--- src/rtl/sbs_pkg.sv ---
package sbs_pkg;
  localparam int CNT_W = 2;

  typedef enum logic [1:0] {
    OP_IDLE = 2'd0,
    OP_RD   = 2'd1,
    OP_WR   = 2'd2
  } op_e;
endpackage

--- src/rtl/sbs_ctrl.sv ---
module sbs_ctrl
  import sbs_pkg::*;
#(
  parameter int ADDR_W = 8,
  parameter int LANES  = 2,
  parameter int LANE_W = 9,
  localparam int DATA_W = LANES * LANE_W
) (
  input  logic              clk_i,
  input  logic              rst_ni,
  input  logic [ADDR_W-1:0] addr_i,
  input  logic [DATA_W-1:0] wdata_i,
  input  logic              ce_a_ni,
  input  logic              ce_b_i,
  input  logic              ce_c_ni,
  input  logic              strb_p_ni,
  input  logic              strb_c_ni,
  input  logic              adv_ni,
  input  logic              bwe_ni,
  input  logic [LANES-1:0]  bw_ni,
  input  logic              gw_ni,
  input  logic              mode_i,
  output op_e               op_o,
  output logic [ADDR_W-1:0] base_o,
  output logic [CNT_W-1:0]  cnt_o,
  output logic              mode_o,
  output logic [DATA_W-1:0] wdata_o,
  output logic [LANES-1:0]  mask_o
);
  logic              sel, proc_go, ctrl_go, wr_req;
  logic [LANES-1:0]  lane_sel;
  logic              active_q, mode_q;
  op_e               op_q;
  logic [ADDR_W-1:0] base_q;
  logic [CNT_W-1:0]  cnt_q;
  logic [DATA_W-1:0] wdata_q;
  logic [LANES-1:0]  mask_q;

  assign sel      = !ce_a_ni && ce_b_i && !ce_c_ni;
  assign proc_go  = !strb_p_ni && !ce_a_ni;
  assign ctrl_go  = !strb_c_ni;
  // whole-word write overrides the lane selects
  assign lane_sel = !gw_ni ? '1 : (!bwe_ni ? ~bw_ni : '0);
  assign wr_req   = |lane_sel;

  always_ff @(posedge clk_i or negedge rst_ni) begin
    if (!rst_ni) begin
      active_q <= 1'b0;
      op_q     <= OP_IDLE;
      base_q   <= '0;
      cnt_q    <= '0;
      mode_q   <= 1'b0;
      wdata_q  <= '0;
      mask_q   <= '0;
    end else begin
      wdata_q <= wdata_i;
      mask_q  <= lane_sel;
      if (proc_go || ctrl_go) begin
        if (sel) begin
          active_q <= 1'b1;
          base_q   <= addr_i;
          cnt_q    <= '0;
          mode_q   <= mode_i;
          op_q     <= (!proc_go && wr_req) ? OP_WR : OP_RD;
        end else begin
          active_q <= 1'b0;
          op_q     <= OP_IDLE;
        end
      end else if (active_q) begin
        if (!adv_ni) cnt_q <= cnt_q + 1'b1;
        op_q <= wr_req ? OP_WR : OP_RD;
      end else begin
        op_q <= OP_IDLE;
      end
    end
  end

  assign op_o    = op_q;
  assign base_o  = base_q;
  assign cnt_o   = cnt_q;
  assign mode_o  = mode_q;
  assign wdata_o = wdata_q;
  assign mask_o  = mask_q;

  a_r8_proc_start_reads: assert property (@(posedge clk_i) disable iff (!rst_ni)
    (!strb_p_ni && !ce_a_ni && ce_b_i && !ce_c_ni) |=> (op_q == OP_RD && cnt_q == '0));

  a_r10_ce_b_deselects: assert property (@(posedge clk_i) disable iff (!rst_ni)
    (!strb_c_ni && !ce_b_i) |=> (op_q == OP_IDLE && !active_q));

  a_r7_global_all_lanes: assert property (@(posedge clk_i) disable iff (!rst_ni)
    (!gw_ni && !strb_c_ni && strb_p_ni && !ce_a_ni && ce_b_i && !ce_c_ni)
      |=> (op_q == OP_WR && (&mask_q)));

  a_r5_hold_without_adv: assert property (@(posedge clk_i) disable iff (!rst_ni)
    (active_q && strb_c_ni && (strb_p_ni || ce_a_ni) && adv_ni)
      |=> ($stable(cnt_q) && $stable(base_q)));
endmodule

--- src/rtl/sbs_burst_addr.sv ---
module sbs_burst_addr
  import sbs_pkg::*;
#(
  parameter int ADDR_W = 8
) (
  input  logic [ADDR_W-1:0] base_i,
  input  logic [CNT_W-1:0]  cnt_i,
  input  logic              mode_i,
  output logic [ADDR_W-1:0] addr_o
);
  logic [CNT_W-1:0] low;

  assign low = mode_i ? (base_i[CNT_W-1:0] ^ cnt_i) : (base_i[CNT_W-1:0] + cnt_i);

  generate
    if (ADDR_W > CNT_W) begin : g_wide
      assign addr_o = {base_i[ADDR_W-1:CNT_W], low};
    end else begin : g_narrow
      assign addr_o = low[ADDR_W-1:0];
    end
  endgenerate
endmodule

--- src/rtl/sbs_array.sv ---
module sbs_array
  import sbs_pkg::*;
#(
  parameter int ADDR_W = 8,
  parameter int LANES  = 2,
  parameter int LANE_W = 9,
  localparam int DATA_W = LANES * LANE_W,
  localparam int DEPTH  = 1 << ADDR_W
) (
  input  logic              clk_i,
  input  op_e               op_i,
  input  logic [ADDR_W-1:0] addr_i,
  input  logic [DATA_W-1:0] wdata_i,
  input  logic [LANES-1:0]  mask_i,
  output logic [DATA_W-1:0] rdata_o
);
  generate
    for (genvar l = 0; l < LANES; l++) begin : g_lane
      logic [LANE_W-1:0] mem [DEPTH];
      logic [LANE_W-1:0] rd_q;

      always_ff @(posedge clk_i) begin
        if (op_i == OP_WR && mask_i[l]) mem[addr_i] <= wdata_i[l*LANE_W +: LANE_W];
        if (op_i == OP_RD) rd_q <= mem[addr_i];
      end

      assign rdata_o[l*LANE_W +: LANE_W] = rd_q;
    end
  endgenerate
endmodule

--- src/rtl/sbs_drive.sv ---
module sbs_drive
  import sbs_pkg::*;
#(
  parameter int DATA_W = 18
) (
  input  logic              clk_i,
  input  logic              rst_ni,
  input  op_e               op_i,
  input  logic              oe_ni,
  input  logic [DATA_W-1:0] rdata_i,
  output logic [DATA_W-1:0] dq_o,
  output logic              drv_o
);
  localparam logic [1:0] HOLD_END = 2'd2;

  logic       live_q;
  logic [1:0] idle_q;

  always_ff @(posedge clk_i or negedge rst_ni) begin
    if (!rst_ni) begin
      live_q <= 1'b0;
      idle_q <= HOLD_END;
    end else begin
      unique case (op_i)
        OP_RD: begin
          live_q <= 1'b1;
          idle_q <= '0;
        end
        OP_WR: live_q <= 1'b0;
        default: if (idle_q != HOLD_END) idle_q <= idle_q + 1'b1;
      endcase
    end
  end

  assign drv_o = !oe_ni && live_q && (idle_q != HOLD_END);
  assign dq_o  = drv_o ? rdata_i : '0;

  a_r12_oe_gates_drive: assert property (@(posedge clk_i) disable iff (!rst_ni)
    drv_o |-> !oe_ni);

  a_r12_write_releases: assert property (@(posedge clk_i) disable iff (!rst_ni)
    (op_i == OP_WR) |=> !drv_o);

  a_r11_release_after_two_idle: assert property (@(posedge clk_i) disable iff (!rst_ni)
    (op_i == OP_IDLE) ##1 (op_i == OP_IDLE) |=> !drv_o);
endmodule

--- src/rtl/sync_burst_sram.sv ---
module sync_burst_sram
  import sbs_pkg::*;
#(
  parameter int ADDR_W = 8,
  parameter int LANES  = 2,
  parameter int LANE_W = 9,
  localparam int DATA_W = LANES * LANE_W
) (
  input  logic              clk_i,
  input  logic              rst_ni,
  input  logic [ADDR_W-1:0] addr_i,
  input  logic [DATA_W-1:0] wdata_i,
  output logic [DATA_W-1:0] rdata_o,
  output logic              rdata_drv_o,
  input  logic              ce_a_ni,
  input  logic              ce_b_i,
  input  logic              ce_c_ni,
  input  logic              strb_p_ni,
  input  logic              strb_c_ni,
  input  logic              adv_ni,
  input  logic              bwe_ni,
  input  logic [LANES-1:0]  bw_ni,
  input  logic              gw_ni,
  input  logic              oe_ni,
  input  logic              mode_i
);
  op_e               op;
  logic [ADDR_W-1:0] base, acc_addr;
  logic [CNT_W-1:0]  cnt;
  logic              mode;
  logic [DATA_W-1:0] wdata, rdata;
  logic [LANES-1:0]  mask;

  sbs_ctrl #(.ADDR_W(ADDR_W), .LANES(LANES), .LANE_W(LANE_W)) u_ctrl (
    .clk_i, .rst_ni, .addr_i, .wdata_i, .ce_a_ni, .ce_b_i, .ce_c_ni,
    .strb_p_ni, .strb_c_ni, .adv_ni, .bwe_ni, .bw_ni, .gw_ni, .mode_i,
    .op_o(op), .base_o(base), .cnt_o(cnt), .mode_o(mode), .wdata_o(wdata), .mask_o(mask)
  );

  sbs_burst_addr #(.ADDR_W(ADDR_W)) u_addr (
    .base_i(base), .cnt_i(cnt), .mode_i(mode), .addr_o(acc_addr)
  );

  sbs_array #(.ADDR_W(ADDR_W), .LANES(LANES), .LANE_W(LANE_W)) u_array (
    .clk_i, .op_i(op), .addr_i(acc_addr), .wdata_i(wdata), .mask_i(mask), .rdata_o(rdata)
  );

  sbs_drive #(.DATA_W(DATA_W)) u_drive (
    .clk_i, .rst_ni, .op_i(op), .oe_ni, .rdata_i(rdata), .dq_o(rdata_o), .drv_o(rdata_drv_o)
  );
endmodule

--- config.mk ---
export PLATFORM = sky130hd
export DESIGN_NAME = sync_burst_sram
export DESIGN_NICKNAME = d
export VERILOG_FILES = /design/src/rtl/sbs_pkg.sv /design/src/rtl/sbs_ctrl.sv /design/src/rtl/sbs_burst_addr.sv /design/src/rtl/sbs_array.sv /design/src/rtl/sbs_drive.sv /design/src/rtl/sync_burst_sram.sv
export SDC_FILE = /design/constraint.sdc
export NUM_CORES = 2
export LEC_CHECK = 0
export BUFFER_PORTS_ARGS = -buffer_cell sky130_fd_sc_hd__buf_2
export CAP_MARGIN = 20
export CORE_ASPECT_RATIO = 0.8
export CORE_MARGIN = 3
export CORE_UTILIZATION = 55
export CTS_CLUSTER_DIAMETER = 50
export CTS_CLUSTER_SIZE = 28
export DETAILED_ROUTE_END_ITERATION = 8
export PLACE_DENSITY = 0.7
export SYNTH_ARGS = -nofsm -noshare
export SYNTH_HDL_FRONTEND = slang
export SYNTH_MEMORY_MAX_BITS = 65536
export SYNTH_SLANG_ARGS = --single-unit
--- constraint.sdc ---
create_clock -name clk_i -period 9.11 [get_ports clk_i]
set_input_delay 1.822 -clock clk_i [delete_from_list [all_inputs] [get_ports clk_i]]
set_output_delay 1.822 -clock clk_i [all_outputs]
set_load 0.1 [all_outputs]
* Word level (Yosys, flattened, before mapping)
Memory sizes are Yosys's and may differ from the RTL's. A register that Yosys moved wholly into a read port is not among the register bits.
Index checks and enable logic that the tools add are counted.
Widths: inputs -> output; s select.
** Storage, ports and cells
- Register bits after elaboration :: 37
- Latch bits :: 0
- Memory bits (writable) :: 4608
- Bits in read-only memories :: 0
- Output and inout port bits :: 19
- Memories kept :: 2
** Operators by class
- Add/subtract/negate cells :: 3
- Multiply operators :: 0
- Div/mod/pow operators :: 0
- $lt $le $gt $ge :: 0
- Eq/ne operators :: 5
- Shifts and indexed selects :: 0
- Multiplexer cells :: 21
- Bitwise logic cells :: 3
- Reduce and logical (&&, ||, !) cells :: 22
** Memory list
- u_array.g_lane[0].mem :: depth 256, bits a word 9, read ports 1, clocked after memory_dff 1, wr ports 1, RTL line sbs_array.sv:19 : logic [LANE_W-1:0] mem [DEPTH];
- u_array.g_lane[1].mem :: depth 256, bits a word 9, read ports 1, clocked after memory_dff 1, wr ports 1, RTL line sbs_array.sv:19
** Operators with widths (number)
- $mux 2 :: 13
- $mux 18 :: 1
- $logic_and 1x1->1 :: 8
- $logic_not 1->1 :: 6
- $reduce_bool 2->1 :: 3
- $mux 1 :: 5
- $add 2x1->2 const B :: 2
- $ne 2x1->1 const B :: 2
- $pmux 2 s2 :: 1
- $reduce_and 2->1 :: 2
- $reduce_and 3->1 :: 1
- $add 2x2->2 :: 1
- $eq 2x1->1 const B :: 1
- $eq 2x2->1 const B :: 1
- $ne 2x2->1 const B :: 1
- $not 2->2 :: 1
- $pmux 1 s2 :: 1
- $reduce_or 2->1 :: 1
- $xor 2x2->2 :: 1
- $logic_or 1x1->1 :: 1
- $not 1->1 :: 1

* Logic depth before layout (Yosys ltp)
- Depth in word-level cells :: 8
- Gate-level depth with buffers :: 15
- Mapped depth without buffers :: 9

* Modules after synthesis
Synthesis repeated with hierarchy kept, for this count alone.
** Second synthesis, totals
- Cells, all modules :: 7945
- Area, all modules :: 177347.6 um^2
** Modules (own cells, without submodules)
- sbs_array :: times used 1, cells an instance 7831, area an instance 175816.1 um^2, seq. area each 138913.2 um^2
- sbs_ctrl :: times used 1, cells an instance 64, area an instance 1131.1 um^2, seq. area each 850.8 um^2
- sbs_drive :: times used 1, cells an instance 39, area an instance 315.3 um^2, seq. area each 76.3 um^2
- sbs_burst_addr :: times used 1, cells an instance 11, area an instance 85.1 um^2, seq. area each 0.0 um^2

* Worst setup path before layout
Ideal clock, no wire load.
- Kind :: input-to-output
- From :: in oe_ni
- To :: out rdata_o[10]
- Arrival :: 4143 ps
- Data required time :: 7288 ps
- Slack :: 3145 ps
- Cell stages on the path :: 3
- Cell sequence :: nor3_1 > clkbuf_1 > and2_1
** Between the ends
- Longest elaborated chain between the ends :: 4
** Ends and longest elaborated chain
- start, declared :: RTL line sync_burst_sram.sv:24 : input logic oe_ni,
- $logic_not 1->1 :: RTL line sbs_drive.sv:35 : assign drv_o = !oe_ni && live_q && (idle_q != HOLD_END);
- $logic_and 1x1->1 (2 in a row) :: RTL line sbs_drive.sv:35
- via rdata_drv_o :: RTL line sync_burst_sram.sv:14 : output logic rdata_drv_o,
- $mux 18 :: RTL line sbs_drive.sv:36 : assign dq_o = drv_o ? rdata_i : '0;
- end, declared :: RTL line sync_burst_sram.sv:13 : output logic [DATA_W-1:0] rdata_o,
The timed path passes the listed nets, and every way through them passes these cells.

* Worst setup path in the final report
- From :: reg u_ctrl.cnt_q[1], in the netlist u_ctrl.cnt_o[1]
- To :: reg u_array.g_lane[1].rd_q[7], read port of u_array.g_lane[1].mem, data pin
** Between the ends
- Longest elaborated chain between the ends :: 2
- Elaborated cells between the ends (all ways) :: 3
- Classes of those cells :: 1 x add/sub; 1 x mux; 1 x bitwise
** Ends and longest elaborated chain
- start, declared :: RTL line sbs_ctrl.sv:35 : logic [CNT_W-1:0] cnt_q;
- start signal, assigned :: RTL line sbs_ctrl.sv:70 : if (!adv_ni) cnt_q <= cnt_q + 1'b1;
- $add 2x2->2 or $xor 2x2->2 (tied branches) :: RTL line sbs_burst_addr.sv:13 : assign low = mode_i ? (base_i[CNT_W-1:0] ^ cnt_i) : (base_i[CNT_W-1:0] + cnt_i);
- $mux 2 * :: RTL line sbs_burst_addr.sv:13
- end, declared :: RTL line sbs_array.sv:20 : logic [LANE_W-1:0] rd_q;
Every way passes the cells marked *; elsewhere a longest branch is shown, timed or not.
A chain may end at the register's enable or synchronous reset.

==> impl_metrics.env <==
export IMPL_status="finished, final reports clean"
export IMPL_highest_layer="met5"
export IMPL_multi_input_area_um2=42400
export IMPL_p_clk_frac=0.290
export IMPL_setup_slack_ps=3510
export IMPL_clock_sinks=4663
export IMPL_synth_seq_area_share=0.753
export IMPL_antenna_found_initial=25
export IMPL_fp_dieW_um=656
export IMPL_synth_top_family_by_area="simple AND/OR/NAND/NOR gates"
export IMPL_placedCellCount=16600
export IMPL_cts_tree="yes"
export IMPL_synth_top_area_share=0.748
export IMPL_p_leak_uw=0.0650
export IMPL_dieArea_um2=345000
export IMPL_detail_route_antenna_nets=0
export IMPL_intPower_uw=37600
export IMPL_synth_ff_type="edfxtp_1"
export IMPL_cp_max_fo=207
export IMPL_synth_edf_count=4626
export IMPL_relSlewSlack=0.0507
export IMPL_p_per_area_nw_per_um2=290
export IMPL_combPwrFrac=0.308
export IMPL_cts_reportedPaths_clkPinSlew_ps=80
export IMPL_cts_made_buffers=361
export IMPL_portBuffers=58
export IMPL_arrival_ps=6330
export IMPL_placed_area_um2=190000
export IMPL_synth_xor_area_frac=0.000391
export IMPL_grt_max_degree=216
export IMPL_hold_violations=0
export IMPL_period_share=0.614
export IMPL_grt_usage=0.291
export IMPL_post_drt_wl_per_cell_um=29.8
export IMPL_rsz0062_at_grt="no"
export IMPL_route_detailed_drc=0
export IMPL_setup_viol=0
export IMPL_layout_drive_gt1_share=0.103
export IMPL_dr_wl_met3_um=60800
export IMPL_syn_cell_area_um2=186000
export IMPL_wl_met2_um=233000
export IMPL_final_cell_mix="edfxtp_1, nand2_1, nor2_1"
export IMPL_grt_overflow=0
export IMPL_insertion_delay_ps=940
export IMPL_tns_ps=0
export IMPL_tightest_slew_ps=1420
export IMPL_grt_pass1_vias=106000
export IMPL_synth_seq_cells=4663
export IMPL_initial_core_util=0.554
export IMPL_fill_cells=24300
export IMPL_dpl_hpwl_um=299000
export IMPL_pin_count=59
export IMPL_switchingPower_uw=21400
export IMPL_cts_max_level=5
export IMPL_cts_buffer_depth=4
export IMPL_yosys_area_top_type="edfxtp_1"
export IMPL_start_kind="flip-flop"
export IMPL_syn_inst=12700
export IMPL_netSwitchingFraction=0.363
export IMPL_min_path_type="flip-flop to flip-flop"
export IMPL_postCtsSetupRepairBufs=0
export IMPL_critical_path_class="flip-flop to flip-flop"
export IMPL_first_pass_iters=8
export IMPL_skew_ps=63.5
export IMPL_cts_root_buf="clkbuf_16"
export IMPL_netlist_cell_type_count=56
export IMPL_synth_area_per_cell_um2=14.6
export IMPL_yosys_area_share_simple=0.107
export IMPL_p_seq_frac=0.402
export IMPL_fp_row_count=190
export IMPL_die_h_um=526
export IMPL_vias=114000
export IMPL_finalNonFillerCells=17300
export IMPL_coreArea_um2=336000
export IMPL_maxCapViolations=0
export IMPL_ys_async_sr_fraction=0.00793
export IMPL_seq_area_um2=140000
export IMPL_met1_length_um=198000
export IMPL_syn_nets=12700
export IMPL_ir_drop_mv=0.342
export IMPL_synth_compound_area_frac=0.0575
export IMPL_layout_commonest_cell="edfxtp_1"
export IMPL_fmax_ghz=0.179
export IMPL_cp_required_ps=9840
export IMPL_gp_congestion=0.883
export IMPL_post_cts_resized=0
export IMPL_pre_cts_slack_ps=3460
export IMPL_stdcell_area_um2=203000
export IMPL_post_drt_via_cell_ratio=6.59
export IMPL_area_growth_pct=9.44
export IMPL_drtIter0Drc=17800
export IMPL_endpoint_kind="flip-flop"
export IMPL_synth_mux_area_frac=0.0607
export IMPL_synth_area_leaders="edfxtp_1, nand2_1, mux4_2"
export IMPL_synthAdderAreaFrac=0.000269
export IMPL_drt_wl_total_um=515000
export IMPL_maxSlewViolCount=0
export IMPL_nets=12500
export IMPL_fin_crit_ps=5600
export IMPL_ctsHoldBuffers=0
export IMPL_grt_pass1_wl_um=743000
export IMPL_ys_warn_count=0
## per-stage QoR
step | hold WS, ps | total power (uW) | utilization
after floorplan | 476 | 36300 | -
after global placement | 485 | 41600 | 0.566
after detailed placement | 506 | 42000 | 0.567
after CTS | 518 | 58800 | 0.605
after global routing | 525 | 61000 | 0.606
final | 521 | 59000 | 0.606
## final cells by class
| class | count | area share |
|---|---|---|
| Timing Repair Buffer | 273 | 0.0113 |
| Clock buffer | 382 | 0.0460 |
| Clock inverter | 285 | 0.0181 |
| Inverter | 8 | 0.000148 |
| Multi-Input combinational cell | 7131 | 0.208 |
| Tap cell | 4512 | 0.0278 |
| Antenna cell | 21 | 0.000258 |
| Sequential cell | 4663 | 0.688 |
## flip-flops by register name (all words and copies together), names as in the netlist
register and cells:
u_drive.idle_q 2, u_ctrl.op_o 2, u_ctrl.mask_o 2, u_ctrl.base_o 8, u_array.g_lane.mem 4608, u_ctrl.active_q 1, u_ctrl.wdata_o 18, u_ctrl.mode_o 1
u_drive.live_q 1, u_array.g_lane.rd_q 18, u_ctrl.cnt_o 2
## critical path: stages (launching register included)
cell,delay [ps]
dfrtp_1,570
xor2_4,440
xnor2_2,200
buf_12,530
buf_12,700
buf_12,690
nand2_1,110
nand3_1,120
a31oi_1,100
a221oi_1,720
o211ai_1,610
a211oi_1,380
## path summary, 6_finish.rpt
path	slack [ps]	to	cells past startpoint	start
setup / recovery	3510	u_array.g_lane[1].rd_q[7]$_DFFE_PP_	11	u_ctrl.cnt_o[1]$_DFFE_PN0P_
hold / removal	520	u_drive.idle_q[1]$_DFFE_PN1P_	2	u_drive.idle_q[1]$_DFFE_PN1P_
setup reg to reg	3510	u_array.g_lane[1].rd_q[7]$_DFFE_PP_	11	u_ctrl.cnt_o[1]$_DFFE_PN0P_
hold reg to reg	520	u_drive.idle_q[1]$_DFFE_PN1P_	2	u_drive.idle_q[1]$_DFFE_PN1P_
max in group asynchronous	7810	u_drive.idle_q[1]$_DFFE_PN1P_	2	rst_ni
min in group asynchronous	760	u_ctrl.wdata_o[12]$_DFF_PN0_	1	rst_ni
## cell usage after synthesis, types with 3 or more instances
master,instances
mux2_2,45
nor3_1,276
nand2b_1,10
buf_2,171
nand4_1,144
a221o_1,36
ha_1,4
buf_4,46
a31oi_1,235
nand2_1,2378
a22oi_1,72
o22ai_1,106
nand3b_1,35
a221oi_1,36
a211o_1,18
dfrtp_1,36
o21ai_1,16
or3_1,3
o221ai_1,54
o211ai_1,109
a21oi_1,417
and3_1,3
o31ai_1,126
nor2b_1,11
and2_1,23
buf_1,69
edfxtp_1,4626
a2111oi_0,36
inv_1,7
nor2_1,891
a41oi_1,53
buf_6,21
mux4_2,252
clkbuf_1,588
a32oi_1,90
o21ai_0,190
a211oi_2,17
mux2i_1,510
nand3_1,794
nor4_1,124
## cells by family after synthesis
kind of cell / Yosys count
flip-flops: 4663
AO/OA/AOI/OAI: 1617
adder cells (fa/ha/maj): 4
buffers and inverters: 904
multiplexers: 807
AND/OR/NAND/NOR: 4699
XOR/XNOR: 4
## routing by layer
layer / vias up / GRT usage
met4: 18 / 0.113
met5: - / 0
li1: 48000 / -
met1: 57200 / 0.420
met3: 1052 / 0.0614
met2: 7650 / 0.438
## power by group through the flow
| stage | Clock [uW] | Sequential [uW] | Combinational (uW) |
|---|---|---|---|
| 2_1_floorplan | 0 | 24300 | 12000 |
| 3_3_place_gp | 0 | 24200 | 17400 |
| 3_5_place_dp | 0 | 24200 | 17800 |
| 4_1_cts | 17300 | 23700 | 17900 |
| 5_1_grt | 18100 | 23700 | 19200 |
| 6_report | 17100 | 23700 | 18200 |
(Power assumes the default switching activity.)
